File: src/rtl/seq_mul32.sv
module seq_mul32 #(
  parameter int W = 32
) (
  input  logic         clk,
  input  logic         rst_n,
  input  logic         start,
  input  logic         signed_mode,
  input  logic [W-1:0] mcand,
  input  logic [W-1:0] mplier,
  output logic         busy,
  output logic         done,
  output logic [W-1:0] hi,
  output logic [W-1:0] lo,
  output logic         wide
);
  localparam int CW = $clog2(W);

  logic [CW-1:0] cnt;
  logic          sgn;
  logic [W-1:0]  a_q;
  logic [W:0]    sum;

  wire       last = (cnt == CW'(W - 1));
  wire [W:0] hi_x = {sgn & hi[W-1], hi};
  wire [W:0] a_x  = {sgn & a_q[W-1], a_q};

  always_comb begin
    if (!lo[0])
      sum = hi_x;
    else if (sgn && last)
      sum = hi_x - a_x;
    else
      sum = hi_x + a_x;
  end

  always_ff @(posedge clk) begin
    if (!rst_n) begin
      busy <= 1'b0;
      done <= 1'b0;
      cnt  <= '0;
      sgn  <= 1'b0;
      a_q  <= '0;
      hi   <= '0;
      lo   <= '0;
    end else begin
      done <= 1'b0;
      if (!busy) begin
        if (start) begin
          busy <= 1'b1;
          cnt  <= '0;
          sgn  <= signed_mode;
          a_q  <= mcand;
          hi   <= '0;
          lo   <= mplier;
        end
      end else begin
        {hi, lo} <= {sum, lo[W-1:1]};
        cnt      <= cnt + 1'b1;
        if (last) begin
          busy <= 1'b0;
          done <= 1'b1;
        end
      end
    end
  end

  assign wide = sgn ? (hi != {W{lo[W-1]}}) : (hi != '0);
endmodule

File: config.mk
export PLATFORM = sky130hd
export DESIGN_NAME = seq_mul32
export DESIGN_NICKNAME = d
export VERILOG_FILES = /design/src/rtl/seq_mul32.sv
export SDC_FILE = /design/constraint.sdc
export NUM_CORES = 1
export LEC_CHECK = 0
export ABC_AREA = 1
export BUFFER_PORTS_ARGS = -buffer_cell sky130_fd_sc_hd__buf_4
export CAP_MARGIN = 40
export CORE_MARGIN = 3
export CORE_UTILIZATION = 40
export DETAILED_ROUTE_END_ITERATION = 16
export PLACE_DENSITY = 0.71
export SETUP_SLACK_MARGIN = 0.4
export SLEW_MARGIN = 20
export SYNTH_ARGS = -nofsm -noshare
export SYNTH_HDL_FRONTEND = slang
export SYNTH_SLANG_ARGS = --single-unit
File: constraint.sdc
create_clock -name clk -period 3.4 [get_ports clk]
set_clock_uncertainty 0.2 [all_clocks]
set_input_delay 0.17 -clock clk [delete_from_list [all_inputs] [get_ports clk]]
set_output_delay 0.17 -clock clk [all_outputs]
set_load 0.01 [all_outputs]
==> impl_metrics.sql <==
INSERT INTO impl_metrics (metric_group, metric, value, unit) VALUES
('outcome', 'status', 'completed', ''),
('clock_network', 'max-clock-path-buffers', '2', ''),
('clock_network', 'clock_insertion_delay_worst_skew', '0.37', 'ns'),
('timing', 'unrepaired_setup_endpoints_after_global_routing', 'yes', ''),
('grt', 'globalRouteOverflowTotal', '0', ''),
('logic_synthesis', 'synth_warnings', '0', ''),
('floorplanning', 'dieWidth', '147', 'um'),
('pwr', 'worst_ir_drop_vdd', '0.324', 'mV'),
('floorplanning', 'design.core.area', '19500', 'um^2'),
('placement', 'finalWeightedCongestion', '0.937', ''),
('timing', 'post_layout_min_period', '3.21', 'ns'),
('critical_path', 'cp_common_cell', 'sky130_fd_sc_hd__ha_4', ''),
('logic_synthesis', 'synthCells', '1375', ''),
('critical_path', 'arrival', '3.27', 'ns'),
('logic_synthesis', 'synth_area_leader_cell', 'sky130_fd_sc_hd__dfxtp_1', ''),
('logic_synthesis', 'synthTopCellsByArea', 'sky130_fd_sc_hd__dfxtp_1, sky130_fd_sc_hd__nand2_1, sky130_fd_sc_hd__inv_1, sky130_fd_sc_hd__a21oi_1, sky130_fd_sc_hd__nor2_1', ''),
('logic_synthesis', 'mappedNetlistNets', '1479', ''),
('critical_path', 'critPathKind', 'reg -> reg', ''),
('routing', 'via_per_inst', '5.13', ''),
('critical_path', 'rr_endpoint', 'hi[12]', ''),
('logic_synthesis', 'synth_seq_cells', '104', ''),
('timing', 'worst_slew_margin_relative_to_its_limit', '0.497', ''),
('routing', 'firstDrtPassIters', '5', ''),
('critical_path', 'cp-start-kind', 'register', ''),
('placement', 'cell_count_after_placement', '1767', ''),
('logic_synthesis', 'ys_dominant_reg_cell', 'sky130_fd_sc_hd__dfxtp_1', ''),
('timing', 'layout_worst_path_cycle_share', '0.945', ''),
('critical_path', 'critical_path.slowest_cell', 'sky130_fd_sc_hd__dfxtp_2', ''),
('routing', 'first_iter_violations', '772', ''),
('critical_path', 'cp_max_fo', '10', ''),
('pwr', 'power.leakage', '6.00', 'nW'),
('clock_network', 'clk_root_buffer_cell', 'sky130_fd_sc_hd__clkbuf_16', ''),
('clock_network', 'htreeDepth', '3', ''),
('floorplanning', 'placementRows', '51', ''),
('critical_path', 'endpoint_kind_of_the_worst_setup_timing_path', 'register', ''),
('timing', 'worst_pin_slew', '0.752', 'ns'),
('floorplanning', 'die_height', '147', 'um'),
('timing', 'timing.final.setup_violations', '0', ''),
('floorplanning', 'io_pins', '135', ''),
('grt', 'grtUsageTotal', '0.254', ''),
('logic_synthesis', 'synthMostInstantiatedCell', 'sky130_fd_sc_hd__nand2_1', ''),
('placement', 'dp.final_hpwl', '19.8', 'mm'),
('pwr', 'pwr-share-seq', '0.353', ''),
('pwr', 'powerDensity', '321', 'nW/um^2'),
('critical_path', 'cpPeakStageDelay', '0.37', 'ns'),
('grt', 'grt_pass1_vias', '9044', ''),
('timing', 'timing_hold_violations_final', '0', ''),
('clock_network', 'cts_tree', 'done', ''),
('routing', 'routedWlPerCell', '15.6', 'um'),
('placement', 'i_o_buffers', '134', ''),
('layout', 'n_fill_cell', '1668', ''),
('pwr', 'net-switching-power', '0.00143', 'W'),
('layout', 'final_nets', '1737', ''),
('layout', 'final_cells', '1903', ''),
('routing', 'antenna_left', '0', ''),
('routing', 'drcViolationCount', '0', ''),
('logic_synthesis', 'synthesis.area_per_instance', '5.82', 'um^2'),
('logic_synthesis', 'synth.distinct_cells', '42', ''),
('pwr', 'internal_power', '0.00249', 'W'),
('clock_network', 'clk_transition_reported_paths', '0.08', 'ns'),
('timing', 'final.setup.worst_slack', '0.185', 'ns'),
('critical_path', 'reg2regPathDepth', '20', ''),
('grt', 'grt_first_pass_wirelength', '45.4', 'mm'),
('layout', 'final_layout_size_suffix_gt1_frac', '0.311', ''),
('pwr', 'clkPwrFrac', '0.299', ''),
('timing', 'max_freq', '311', 'MHz'),
('critical_path', 'path_cells', 'ha_4 > and3_4 > ha_4 > nand2_8 > buf_12 > inv_8 > a21oi_2 > xnor2_2 > ha_4 > nand2_1 > inv_2 > nand2_2 > buf_4 > inv_1 > a21oi_2 > nand2_2 > buf_4 > xor2_1 > o21ai_1 > a21oi_1', ''),
('layout', 'layout-area-overhead-vs-synth', '52.4', '%'),
('clock_network', 'cts_inserted_buffers', '9', ''),
('pwr', 'switching_share', '0.365', ''),
('floorplanning', 'die-area', '21700', 'um^2');
[cells in the final DEF (no fill, tap or decap), types with 8 or more instances in the layout]
master                          instances
sky130_fd_sc_hd__nand2_1              378
sky130_fd_sc_hd__inv_1                213
sky130_fd_sc_hd__buf_4                209
sky130_fd_sc_hd__dfxtp_1               93
sky130_fd_sc_hd__nor2_1                92
sky130_fd_sc_hd__nand3_1               83
sky130_fd_sc_hd__a21oi_1               80
sky130_fd_sc_hd__dlygate4sd3_1         65
sky130_fd_sc_hd__nand2_2               61
sky130_fd_sc_hd__o21ai_0               38
sky130_fd_sc_hd__ha_4                  29
sky130_fd_sc_hd__a21oi_2               25
sky130_fd_sc_hd__nor2_4                25
sky130_fd_sc_hd__inv_2                 20
sky130_fd_sc_hd__nand2_4               19
sky130_fd_sc_hd__nand4_1               19
sky130_fd_sc_hd__nor2_2                18
sky130_fd_sc_hd__xor2_1                18
sky130_fd_sc_hd__buf_6                 12
sky130_fd_sc_hd__xor2_2                11
sky130_fd_sc_hd__o21ai_1               10
sky130_fd_sc_hd__dfxtp_2               10
sky130_fd_sc_hd__clkbuf_16              9
sky130_fd_sc_hd__nor4_1                 8
[worst register-to-register path, stage by stage (launching register included)]
cell and delay, ns:
sky130_fd_sc_hd__dfxtp_2 0.37, sky130_fd_sc_hd__ha_4 0.14, sky130_fd_sc_hd__and3_4 0.19, sky130_fd_sc_hd__ha_4 0.16, sky130_fd_sc_hd__nand2_8 0.10, sky130_fd_sc_hd__buf_12 0.15, sky130_fd_sc_hd__inv_8 0.09, sky130_fd_sc_hd__a21oi_2 0.06
sky130_fd_sc_hd__xnor2_2 0.24, sky130_fd_sc_hd__ha_4 0.27, sky130_fd_sc_hd__nand2_1 0.07, sky130_fd_sc_hd__inv_2 0.06, sky130_fd_sc_hd__nand2_2 0.11, sky130_fd_sc_hd__buf_4 0.12, sky130_fd_sc_hd__inv_1 0.03, sky130_fd_sc_hd__a21oi_2 0.14
sky130_fd_sc_hd__nand2_2 0.10, sky130_fd_sc_hd__buf_4 0.15, sky130_fd_sc_hd__xor2_1 0.13, sky130_fd_sc_hd__o21ai_1 0.13, sky130_fd_sc_hd__a21oi_1 0.08
[worst min-delay path by stage]
stage                         end  slack, ns  depth (start not counted)      start
final                      lo[31]       0.04                          3      rst_n
after global routing         done       0.05                          3      rst_n
after CTS                  lo[31]       0.03                          3      rst_n
after detailed placement  a_q[17]       0.20                          3  mcand[17]
after global placement    a_q[17]       0.19                          3  mcand[17]
after floorplan           a_q[29]       0.10                          2  mcand[29]
[sequential cells by signal (all words and copies together), names as in the netlist]
| register | count |
|---|---|
| cnt | 5 |
| a_q | 32 |
| lo | 32 |
| sgn | 1 |
| busy | 1 |
| done | 1 |
| hi | 32 |
[power groups by stage]
stage          clock network, W  logic (W)  registers (W)
2_1_floorplan                 0   0.000599        0.00138
3_3_place_gp                  0   0.000928        0.00139
3_5_place_dp                  0   0.000941        0.00139
4_1_cts                 0.00118    0.00115        0.00137
5_1_grt                 0.00122    0.00148        0.00139
6_report                0.00117    0.00137        0.00138
[cell families (layout without fill, tap and decap cells)]
kind of cell | count (synthesis) | count (layout) | share of synthesized area
simple gates | 738 | 738 | 0.389
buf+inv | 281 | 544 | 0.133
compound gates | 178 | 178 | 0.119
flops | 104 | 104 | 0.260
xor+xnor | 38 | 38 | 0.0416
fa+ha+maj | 36 | 36 | 0.0573
[area by class of cell]
type	count	area [um^2]	area share
multi-input cells	990	6100	0.501
repair buffers	289	2410	0.198
flip-flops and latches	104	2100	0.172
inverters	237	907	0.0744
well taps	265	332	0.0272
clock buffers	9	225	0.0185
clock inverters	7	93.8	0.00770
repair inverters	2	20.0	0.00164
[per-stage QoR]
stage               cell area [um^2]  setup TNS (ns)   util  hold slack (ns)
floorplan                       8080               0      -            0.105
global placement                9520         -0.0354  0.488            0.191
detailed placement              9540         -0.0328  0.489            0.197
CTS                            11300               0  0.577           0.0263
global route                   12200               0  0.624           0.0538
finish                         12200               0  0.624           0.0357
[metal layers]
layer / vias up / share of wire / GRT usage
li1: 4786 / - / -
met1: 4568 / 0.43 / 0.336
met2: 346 / 0.49 / 0.439
met3: 55 / 0.062 / 0.0380
met4: 0 / 0.025 / 0.0610
met5: - / 0 / 0
[what timing repair did]
item,4_1_cts,5_1_grt
gates cloned,0,2
buffers inserted,25,28
resized for setup,134,182
hold buffers,65,0
hold endpoints to repair,65,0
endpoints found under the setup margin,28,28
pin swaps,60,98
Power figures use the tool's default switching activity.
